$ cat config.mk
export PLATFORM = sky130hd
export DESIGN_NAME = gpu_bias_ctrl
export DESIGN_NICKNAME = d
export VERILOG_FILES = /design/src/rtl/gpu_bias_pkg.sv /design/src/rtl/bias_cmp.sv /design/src/rtl/bias_hyst.sv /design/src/rtl/bias_step.sv /design/src/rtl/gpu_bias_ctrl.sv
export SDC_FILE = /design/constraint.sdc
export NUM_CORES = 1
export LEC_CHECK = 0
export ABC_AREA = 0
export BUFFER_PORTS_ARGS = -buffer_cell sky130_fd_sc_hd__buf_2
export CORE_AREA = 4 4 66 68
export DETAILED_ROUTE_END_ITERATION = 8
export DIE_AREA = 0 0 70 72
export PLACE_DENSITY = 0.73
export SLEW_MARGIN = 20
export SYNTH_ARGS = -nofsm -noshare
export SYNTH_HDL_FRONTEND = slang
export SYNTH_SLANG_ARGS = --single-unit
$ cat constraint.sdc
create_clock -name clk_i -period 5.2 [get_ports clk_i]
set_input_delay 0 -clock clk_i [delete_from_list [all_inputs] [get_ports clk_i]]
set_output_delay 0 -clock clk_i [all_outputs]
set_load 0.02 [all_outputs]
$ cat src/rtl/gpu_bias_pkg.sv
package gpu_bias_pkg;
  typedef enum logic {
    DIR_GPU = 1'b0,
    DIR_CPU = 1'b1
  } bias_dir_e;
endpackage

$ cat src/rtl/bias_cmp.sv
module bias_cmp #(
  parameter int unsigned FREQ_W = 8
) (
  input  logic [FREQ_W-1:0] target_i,
  input  logic [FREQ_W-1:0] actual_i,
  input  logic [FREQ_W-1:0] guard_i,
  output logic              need_cpu_o
);
  logic [FREQ_W-1:0] floor_w;

  // target minus guard, saturating at zero
  always_comb begin
    floor_w    = (target_i > guard_i) ? (target_i - guard_i) : '0;
    need_cpu_o = (actual_i < floor_w);
  end
endmodule

$ cat src/rtl/bias_hyst.sv
module bias_hyst
  import gpu_bias_pkg::*;
#(
  parameter int unsigned HYST_W = 4
) (
  input  logic              clk_i,
  input  logic              rst_ni,
  input  logic              tick_i,
  input  bias_dir_e         want_i,
  input  logic [HYST_W-1:0] hyst_i,
  output logic              move_o
);
  bias_dir_e         dir_q;
  logic [HYST_W-1:0] streak_q;
  logic [HYST_W-1:0] limit_w;
  logic [HYST_W:0]   streak_nx_w;
  logic              agree_w, flip_w;

  always_comb begin
    limit_w     = (hyst_i == '0) ? HYST_W'(1) : hyst_i;
    streak_nx_w = {1'b0, streak_q} + 1'b1;
    agree_w     = (want_i == dir_q);
    flip_w      = !agree_w && (streak_nx_w >= {1'b0, limit_w});
    move_o      = tick_i && (agree_w || flip_w);
  end

  always_ff @(posedge clk_i or negedge rst_ni) begin
    if (!rst_ni) begin
      dir_q    <= DIR_GPU;
      streak_q <= '0;
    end else if (tick_i) begin
      if (agree_w) begin
        streak_q <= '0;
      end else if (flip_w) begin
        dir_q    <= want_i;
        streak_q <= '0;
      end else begin
        streak_q <= streak_nx_w[HYST_W-1:0];
      end
    end
  end
endmodule

$ cat src/rtl/bias_step.sv
module bias_step #(
  parameter int unsigned BIAS_W   = 7,
  parameter int unsigned STEP_W   = 4,
  parameter int unsigned BIAS_MAX = 100,
  parameter int unsigned STEP_MAX = 8
) (
  input  logic [BIAS_W-1:0] bias_i,
  input  logic [STEP_W-1:0] step_i,
  input  logic              to_cpu_i,
  output logic [BIAS_W-1:0] bias_o
);
  localparam logic [BIAS_W:0] MAX_W = (BIAS_W+1)'(BIAS_MAX);

  logic [STEP_W-1:0] step_eff_w;
  logic [BIAS_W:0]   step_x_w, sum_w;

  always_comb begin
    if (step_i == '0)                      step_eff_w = STEP_W'(1);
    else if (step_i > STEP_W'(STEP_MAX))   step_eff_w = STEP_W'(STEP_MAX);
    else                                   step_eff_w = step_i;
    step_x_w = (BIAS_W+1)'(step_eff_w);
    sum_w    = {1'b0, bias_i} + step_x_w;
    if (to_cpu_i)
      bias_o = ({1'b0, bias_i} > step_x_w) ? bias_i - step_x_w[BIAS_W-1:0] : '0;
    else
      bias_o = (sum_w > MAX_W) ? MAX_W[BIAS_W-1:0] : sum_w[BIAS_W-1:0];
  end
endmodule

$ cat src/rtl/gpu_bias_ctrl.sv
module gpu_bias_ctrl
  import gpu_bias_pkg::*;
#(
  parameter int unsigned FREQ_W    = 8,
  parameter int unsigned BIAS_W    = 7,
  parameter int unsigned STEP_W    = 4,
  parameter int unsigned HYST_W    = 4,
  parameter int unsigned BIAS_MAX  = 100,
  parameter int unsigned STEP_MAX  = 8,
  parameter int unsigned INIT_BIAS = 50
) (
  input  logic              clk_i,
  input  logic              rst_ni,
  input  logic              tick_i,
  input  logic [FREQ_W-1:0] target_freq_i,
  input  logic [FREQ_W-1:0] actual_freq_i,
  input  logic [FREQ_W-1:0] guard_band_i,
  input  logic [STEP_W-1:0] step_i,
  input  logic [HYST_W-1:0] hyst_i,
  output logic [BIAS_W-1:0] bias_o
);
  logic              need_cpu_w, move_w;
  logic [BIAS_W-1:0] bias_q, bias_nx_w;
  bias_dir_e         want_w;

  bias_cmp #(.FREQ_W(FREQ_W)) i_cmp (
    .target_i   (target_freq_i),
    .actual_i   (actual_freq_i),
    .guard_i    (guard_band_i),
    .need_cpu_o (need_cpu_w)
  );

  assign want_w = need_cpu_w ? DIR_CPU : DIR_GPU;

  bias_hyst #(.HYST_W(HYST_W)) i_hyst (
    .clk_i  (clk_i),
    .rst_ni (rst_ni),
    .tick_i (tick_i),
    .want_i (want_w),
    .hyst_i (hyst_i),
    .move_o (move_w)
  );

  bias_step #(
    .BIAS_W(BIAS_W), .STEP_W(STEP_W), .BIAS_MAX(BIAS_MAX), .STEP_MAX(STEP_MAX)
  ) i_step (
    .bias_i   (bias_q),
    .step_i   (step_i),
    .to_cpu_i (need_cpu_w),
    .bias_o   (bias_nx_w)
  );

  always_ff @(posedge clk_i or negedge rst_ni) begin
    if (!rst_ni)     bias_q <= BIAS_W'(INIT_BIAS);
    else if (move_w) bias_q <= bias_nx_w;
  end

  assign bias_o = bias_q;
endmodule

# Word-level counts from Yosys, hierarchy flattened
# Index checks and enable logic that the tools add are counted.
# totals
regBits	12
input_bits	35
output_inout_bits	7
elab_cells	32
# op_classes
add_sub_neg	4
magnitude_cmp	6
n_eq_ne	1
n_mux	10
n_bitwise	1
reduce_logical	7
# ops
op	count
$mux W7	3
$mux W4	5
$add A7 B4 Y8	1
$gt A8 B7 Y1 const B	1
$gt A8 B8 Y1	1
$logic_not A4 Y1	2
$lt A8 B8 Y1	1
$mux W8	1
$sub A8 B8 Y8	1
$gt A7 B4 Y1	1
$sub A7 B4 Y7	1
$add A4 B1 Y5 const B	1
$ge A5 B4 Y1	1
$gt A4 B4 Y1 const B	1
$reduce_and A3 Y1	1
$logic_and A1 B1 Y1	2
$eq A1 B1 Y1	1
$logic_not A1 Y1	1
$logic_or A1 B1 Y1	1
$mux W1	1
$not A1 Y1	1

# Longest topological paths before layout
# Gate-level depths: netlist (run 1).
# logic_depth
depth_word	9
ltp_mapped	18
depth_no_buf	18

# Hierarchy
# Synthesis (run 1) repeated with hierarchy kept, for this count alone.
# hier_totals
cells_unflattened	241
hier_area_um2	2008.2
# by_module_without_submodules
mod	n_inst	cells_each	area_per_inst_um2	seq_area_each_um2
bias_step	1	106	765.7	0.0
bias_cmp	1	76	549.3	0.0
bias_hyst	1	44	397.9	125.1
gpu_bias_ctrl	1	15	295.3	178.9

# Worst setup path before layout (run 1)
# No wires, ideal clock.
# synth_timing
path_type	in2reg
from	input port target_freq_i[0]
to	register bias_q[3], in the netlist bias_o[3]
setup_time_ns	0.125
arrival_ns	3.049
t_required_ns	5.075
setup_slack_ns	2.026
stages	14
path_buffers	0
cell_sequence	inv_1 > ha_1 > fa_1 > nand2b_1 > a211oi_2 > nor2_1 > nor2_1 > nand3b_1 > ha_1 > a211oi_1 > o211ai_1 > a2111o_1 > and2_4 > mux2_4
# synth_between
elab_chain_cells	9
word_cells_on_any_way	11
classes_between	1 x add/sub; 2 x order compare; 1 x eq/ne; 3 x mux; 4 x reduce/logical
# synth_lines
item	line	source
start, declared	gpu_bias_ctrl.sv:15	input logic [FREQ_W-1:0] target_freq_i,
$sub A8 B8 Y8 or $gt A8 B8 Y1 (tied branches)	bias_cmp.sv:13	floor_w = (target_i > guard_i) ? (target_i - guard_i) : '0;
$mux W8 *	bias_cmp.sv:13	
$lt A8 B8 Y1 *	bias_cmp.sv:14	need_cpu_o = (actual_i < floor_w);
$mux W1	gpu_bias_ctrl.sv:33	assign want_w = need_cpu_w ? DIR_CPU : DIR_GPU;
$eq A1 B1 Y1	bias_hyst.sv:22	agree_w = (want_i == dir_q);
$logic_not A1 Y1	bias_hyst.sv:23	flip_w = !agree_w && (streak_nx_w >= {1'b0, limit_w});
$logic_and A1 B1 Y1	bias_hyst.sv:23	
$logic_or A1 B1 Y1	bias_hyst.sv:24	move_o = tick_i && (agree_w || flip_w);
$logic_and A1 B1 Y1	bias_hyst.sv:24	
end signal, assigned	gpu_bias_ctrl.sv:54	if (!rst_ni) bias_q <= BIAS_W'(INIT_BIAS);
end signal, assigned	gpu_bias_ctrl.sv:55	else if (move_w) bias_q <= bias_nx_w;
end, declared	gpu_bias_ctrl.sv:23	logic [BIAS_W-1:0] bias_q, bias_nx_w;
# Mark *: on every way between the ends. The rest lies on a longest branch, timed or not.
# A chain may end at the register's enable or synchronous reset.

# Worst setup path after layout (run 1)
# Ends and elaborated chain as after synthesis.

==> run_results.csv, run 1 <==
group,metric,value,unit
floorplanning,die_area,5040,um^2
run,cap_viol_max_count,0,
sta,setup_viol,0,
routing,wl_met3,168,um
grt,grt_max_degree,15,
floorplanning,chipHeight,72,um
worst_setup_path,cp.required,5.32,ns
worst_setup_path,cp-start-kind,"input pin",
placement,dp.cells,322,
clocking,tritoncts,"built",
power,peakVddDrop,307.2,uV
routing,vias,1790,
routing,avgViaCountPerCell,5.474,
floorplanning,initial_core_util,0.4802,
routing,totalWireLength,4058,um
routing,wl_met2,1939,um
sta,drv_slew,0,
logic_synthesis,synth_fa_ha_area_frac,0.2216,
worst_setup_path,arrival,3.45,ns
worst_setup_path,crit_fanout,14,
routing,wl_met1,1927,um
clocking,clock_tree.htree_level_count,1,
layout,multi_input_area,1411,um^2
logic_synthesis,synth_top_area_frac,0.1892,
clocking,clockBufferDepth,2,
floorplanning,design.core.area,3856,um^2
grt,antenna_found_initial,0,
sta,tightest_slew,0.4271,ns
logic_synthesis,synthSimpleGateAreaFrac,0.2128,
layout,final-seq-area,304.0,um^2
grt,grt_pass1_wl,7286,um
layout,diodes,0,
layout,syn_to_final_growth,16.89,%
layout,nets,344,
layout,final_util,0.5613,
placement,port_buffers,41,
routing,highest_layer,"met4",
clocking,clock-sinks,12,
min_path,hp-class,"in2reg",
logic_synthesis,synth-xor-area-share,0.02838,
logic_synthesis,ys_seq_area_frac,0.1642,
run_status,status,"complete, no violations",
routing,ant_nets,0,
power,power_density,405.3,nW/um^2
logic_synthesis,avgSynthCellArea,7.914,um^2
floorplanning,row_count,23,
clocking,cts_made_buffers,3,
logic_synthesis,yosys_register_bits,12,
sta,fin_crit,3.331,ns
routing,drtIter0Drc,45,
layout,layout-drive-gt1-share,0.2202,
worst_setup_path,end_kind,"flop",
layout,final_cells,327,
sta,finalHoldViolCount,0,
clocking,path_clk_slew,0.06,ns
sta,worst_slack,1.869,ns
logic_synthesis,yosysTopAreaCell,"ha_1",
logic_synthesis,yosysMostFrequentCell,"inv_1",
logic_synthesis,synth_edf_count,0,
sta,holdWs,0.08378,ns
grt,track_usage,0.1686,
grt,grt_pass1_vias,1735,
sta,max_freq,300.3,MHz
logic_synthesis,synth_commonest_cells,"31 x inv_1, 28 x ha_1, 22 x nand2_1",
power,leakagePower,1.069,nW
grt,gr-total-overflow,0,
placement,gp_congestion,0.8403,
floorplanning,die_w,70,um
logic_synthesis,synth_nets,300,
logic_synthesis,synth_cells,234,
sta,final.period_utilization,0.6405,
sta,rsz0062_at_grt,"no",
logic_synthesis,synth_top_family_by_area,"compound AO/OA/AOI/OAI gates",
clocking,cts_root_buf,"clkbuf_8",
logic_synthesis,syn_area,1852,um^2
routing,wl_per_cell,12.41,um
logic_synthesis,ys.warnings.count,0,
sta,skew,0.001685,ns
sta,slew_headroom,0.7123,
placement,dpl_worst_slack,1.606,ns
logic_synthesis,async_flop_share,1.000,
sta,setup_tns,0,ns
floorplanning,ioPinCount,42,
logic_synthesis,synth_cell_types,59,
logic_synthesis,synth_mux_area_frac,0.008108,
clocking,clkLatencyLatePin,0.24,ns
layout,fillers,388,
routing,first_pass_iters,4,
placement,post-dp-hpwl,3473,um
worst_setup_path,critical_path_class,"in2reg",
logic_synthesis,synth_ff_type,"dfrtp_1",
logic_synthesis,synth-compound-area-share,0.2912,
logic_synthesis,synthTopCellsByArea,"ha_1 19%, dfrtp_1 12%, inv_1 6.3%",
routing,drc,0,
critical path: stages:
cell,delay [ns]
buf_2,0.07
inv_1,0.03
ha_1,0.21
fa_1,0.38
nand2b_1,0.20
a211oi_2,0.26
nor2_1,0.10
nor2_1,0.31
nand3b_1,0.13
ha_1,0.33
nand2_1,0.05
o21ai_0,0.36
a21o_1,0.39
nor2_2,0.15
a32o_1,0.22
mux2_4,0.25
timing repair:
| action | 4_1_cts | 5_1_grt |
|---|---|---|
| setup buffers | 0 | 0 |
| hold endpoints to repair | 12 | 0 |
| gates resized for setup | 0 | 0 |
| hold buffers | 1 | 0 |
logic make-up after synthesis:
group	after synthesis
buffers and inverters	34
DFF	12
adders and majority gates	31
AOI/OAI and AO/OA	75
and+or+nand+nor	75
xor gates and xnor gates	6
muxes	1
layer usage:
layer  global-route usage  up-vias
met4              0.03830        0
met3              0.01108        2
met1               0.2193      816
met2               0.3075       42
li1                     -      930
met5                    0        -
cell type report:
class | count | area share
inverters | 31 | 0.05376
repair buffers | 42 | 0.09942
clock buffers | 4 | 0.02543
flip-flops and latches | 12 | 0.1405
well taps | 50 | 0.02890
multi-input cells | 188 | 0.6520
path summary, 6_finish.rpt:
kind / depth (start not counted) / startpoint / endpoint / slack, ns
max in group asynchronous: 2 / rst_ni / bias_o[5] / 4.76
worst min register to register: 2 / bias_o[1] / bias_o[1] / 0.54
min in group asynchronous: 2 / rst_ni / i_hyst.streak_q[0] / 0.17
worst min-delay path: 2 / tick_i / i_hyst.streak_q[1] / 0.08
worst max-delay path: 16 / target_freq_i[0] / bias_o[3] / 1.87
worst max register to register: 9 / bias_o[1] / bias_o[3] / 2.43
cell usage in the layout, fill, tap and decap left out, types with 2 or more instances in the layout:
master,netlist,final
a31oi_1,4,4
dfstp_2,3,3
xor2_1,2,2
ha_1,28,28
clkbuf_8,0,4
o21ba_1,2,2
a211oi_1,3,3
a21o_1,3,3
a32oi_1,2,2
nor4_1,2,2
a211oi_2,2,2
o22ai_1,4,4
nand4_1,3,3
or3_1,2,2
o211ai_1,2,2
o21a_1,2,2
xnor2_1,4,4
o21ai_0,17,17
buf_2,1,41
nor3_1,2,2
inv_1,31,31
nor2b_1,3,3
nor2_1,13,13
and3_1,2,2
nand2_1,22,22
dfrtp_1,9,9
nand3_1,7,7
fa_1,3,3
nand3b_1,2,2
nand2b_1,8,8
a21oi_1,16,16
o31ai_1,2,2
sequential cells by signal, indices dropped and copies added, names as in the netlist:
name / cells
i_hyst.streak_q: 4
bias_o: 7
i_hyst.dir_q: 1
per-stage QoR:
step                area [um^2]  power (mW)
floorplan                  1852      0.6459
global placement           2100      0.7702
detailed placement         2100      0.7762
CTS                        2165      0.8828
global route               2165      0.9681
finish                     2165      0.8773
power breakdown:
part,internal (mW),switching [mW]
Clock,0.0669,0.0351
Sequential,0.140,0.0533
Combinational,0.254,0.328
No activity file was read; power rests on OpenSTA's default activity.
==> inputs of run 2 (changes only) <==
--- a/config.mk
+++ b/config.mk
@@ -10,7 +10,7 @@
 export CORE_AREA = 4 4 66 68
 export DETAILED_ROUTE_END_ITERATION = 8
 export DIE_AREA = 0 0 70 72
-export PLACE_DENSITY = 0.73
+export PLACE_DENSITY = 0.76
 export SLEW_MARGIN = 20
 export SYNTH_ARGS = -nofsm -noshare
 export SYNTH_HDL_FRONTEND = slang
==> constraint.sdc (replaced) <==
create_clock -name clk_i -period 2.8 [get_ports clk_i]
set_input_delay 0 -clock clk_i [delete_from_list [all_inputs] [get_ports clk_i]]
set_output_delay 0 -clock clk_i [all_outputs]
set_load 0.02 [all_outputs]
==> run 2 against run 1 <==
Against the previous run:
- the flow now finishes with violations (negative setup slack)
- combinational power up 120%
- final cell count is 10% higher
- die area did not move
- critical path depth is 1 lower
- clock-buffer cell count unchanged
- worst hold slack gained 0.014 ns
- register-to-register slack worse by 2.3 ns
- global-route usage increased by 1.6 points
- critical path type unchanged
- critical endpoint unchanged
- largest cell class unchanged
==> run_results.csv, run 2 (synthesis results as in run 1) <==
group,metric,value,unit
sta,max_freq,346.5,MHz
grt,grt_pass1_vias,1900,
routing,totalWireLength,4952,um
clocking,clock-sinks,12,
routing,drtIter0Drc,105,
power,p_int,995.9,uW
worst_setup_path,crit_end,"bias_o[3]",
power,power_frac_seq,0.194,
floorplanning,ioPinCount,42,
placement,port_buffers,41,
run_status,status,"finished with violations",
clocking,path_clk_slew,0.06,ns
min_path,hp-class,"in2reg",
placement,gp_congestion,0.8965,
worst_setup_path,critical_path_class,"in2reg",
clocking,cts_made_buffers,3,
routing,wl_per_cell,13.72,um
routing,vias,1965,
routing,wl_met1,2209,um
layout,layout-drive-gt1-share,0.3633,
worst_setup_path,slowest_delay,0.39,ns
worst_setup_path,crit_fanout,4,
worst_setup_path,reg2reg_slack,0.14,ns
floorplanning,row_count,23,
layout,mostFrequentLayoutCells,"39 x buf_2, 32 x buf_4, 30 x inv_1",
worst_setup_path,rr_startpoint,"bias_o[1]",
worst_setup_path,crit_chain,"buf_8, inv_8, ha_4, fa_2, nand2b_4, a211oi_4, nor2_2, or3_4, ha_4, o211ai_1, o211ai_1, a21o_1, nor2_4, a32o_1, mux2_4",
worst_setup_path,arrival,3.01,ns
power,p_sw_frac,0.4596,
routing,first_pass_iters,4,
power,comb_power_share,0.703,
grt,grt_max_degree,13,
sta,final.period_utilization,1.031,
sta,tightest_slew,0.4286,ns
layout,final_cells,361,
layout,final_common_cell,"buf_2",
clocking,tritoncts,"built",
routing,wl_met3,247,um
run,cap_viol_max_count,0,
routing,highest_layer,"met4",
worst_setup_path,cp-startpoint,"target_freq_i[0]",
worst_setup_path,slowest_stage,"or3_4",
placement,dp.cells,345,
sta,setup_tns,-0.4109,ns
layout,nets,378,
sta,worst_slack,-0.08639,ns
worst_setup_path,end_kind,"flop",
worst_setup_path,rr_worst_depth,9,
routing,avgViaCountPerCell,5.443,
power,leakagePower,1.258,nW
sta,slew_headroom,0.7112,
worst_setup_path,path_buf_inv,2,
clocking,clock_tree.htree_level_count,1,
floorplanning,design.core.area,3856,um^2
grt,gr-total-overflow,0,
sta,finalHoldViolCount,0,
layout,diodes,0,
power,power_density,715.6,nW/um^2
floorplanning,chipHeight,72,um
power,peakVddDrop,617.6,uV
layout,fillers,306,
sta,skew,0.003655,ns
worst_setup_path,cp-start-kind,"input pin",
layout,largest_reg_flops,7,
worst_setup_path,cp.required,2.93,ns
floorplanning,die_area,5040,um^2
sta,fin_crit,2.886,ns
sta,rsz0062_at_grt,"yes",
floorplanning,die_w,70,um
clocking,clockBufferDepth,2,
worst_setup_path,cp_top_family,"compound AO/OA/AOI/OAI gates",
sta,drv_slew,0,
clocking,cts_root_buf,"clkbuf_8",
floorplanning,initial_core_util,0.4802,
placement,post-dp-hpwl,3763,um
routing,wl_met2,2451,um
power,p_clk_frac,0.103,
run_status,violations,"negative setup slack",
worst_setup_path,reg2reg_to,"bias_o[3]",
layout,final-seq-area,304.0,um^2
layout,multi_input_area,1535,um^2
routing,drc,0,
worst_setup_path,cp.depth,15,
power,power.net_switching,846.9,uW
grt,antenna_found_initial,0,
grt,grt_pass1_wl,7969,um
grt,track_usage,0.1848,
layout,syn_to_final_growth,39.05,%
routing,ant_nets,0,
sta,setup_viol,9,
clocking,clkLatencyLatePin,0.24,ns
==> run 2: final cells by class <==
| type | count | area share |
|---|---|---|
| well taps | 50 | 0.02430 |
| inverters | 31 | 0.04811 |
| flip-flops and latches | 12 | 0.1181 |
| multi-input cells | 188 | 0.5962 |
| clock buffers | 4 | 0.02138 |
| repair buffers | 76 | 0.1919 |
==> run 2: worst min-delay path by stage <==
stage	startpoint	cells past startpoint	endpoint	slack, ns
after floorplan	rst_ni	0	bias_o[0]	-0.30
after global placement	rst_ni	1	bias_o[0]	-0.11
after detailed placement	rst_ni	1	i_hyst.streak_q[1]	-0.11
after CTS	tick_i	2	i_hyst.streak_q[3]	0.08
after global routing	tick_i	2	i_hyst.streak_q[1]	0.10
final	tick_i	2	i_hyst.streak_q[3]	0.1
==> run 2: power by group through the flow <==
stage	logic [mW]	clock network (mW)	registers, mW
4_1_cts	1.24	0.191	0.355
5_1_grt	1.43	0.203	0.367
3_5_place_dp	1.21	0	0.354
6_report	1.29	0.190	0.358
3_3_place_gp	1.19	0	0.355
2_1_floorplan	0.815	0	0.393
==> run 2: what timing repair did <==
action,4_1_cts,5_1_grt
buffers inserted,7,4
endpoints found under the setup margin,11,11
gates resized for setup,10,19
hold endpoints to repair,12,0
pin swaps,15,15
hold buffers,1,0
==> run 2: per-stage QoR <==
stage | setup slack, ns | power [mW] | util | instance area, um^2 | hold slack [ns]
6_report | -0.08639 | 1.843 | 0.6677 | 2575 | 0.09795
2_1_floorplan | -0.06712 | 1.208 | - | 1889 | -0.2956
5_1_grt | -0.2236 | 2.003 | 0.6677 | 2575 | 0.1038
3_3_place_gp | -0.3564 | 1.541 | 0.5990 | 2310 | -0.1076
3_5_place_dp | -0.4689 | 1.565 | 0.5990 | 2310 | -0.1073
4_1_cts | -0.08337 | 1.783 | 0.6382 | 2461 | 0.08398
==> run 2: per-layer routing <==
layer / vias up / GRT usage
li1: 1002 / -
met3: 4 / 0.01524
met1: 904 / 0.2461
met4: 0 / 0.04681
met2: 55 / 0.3253
met5: - / 0
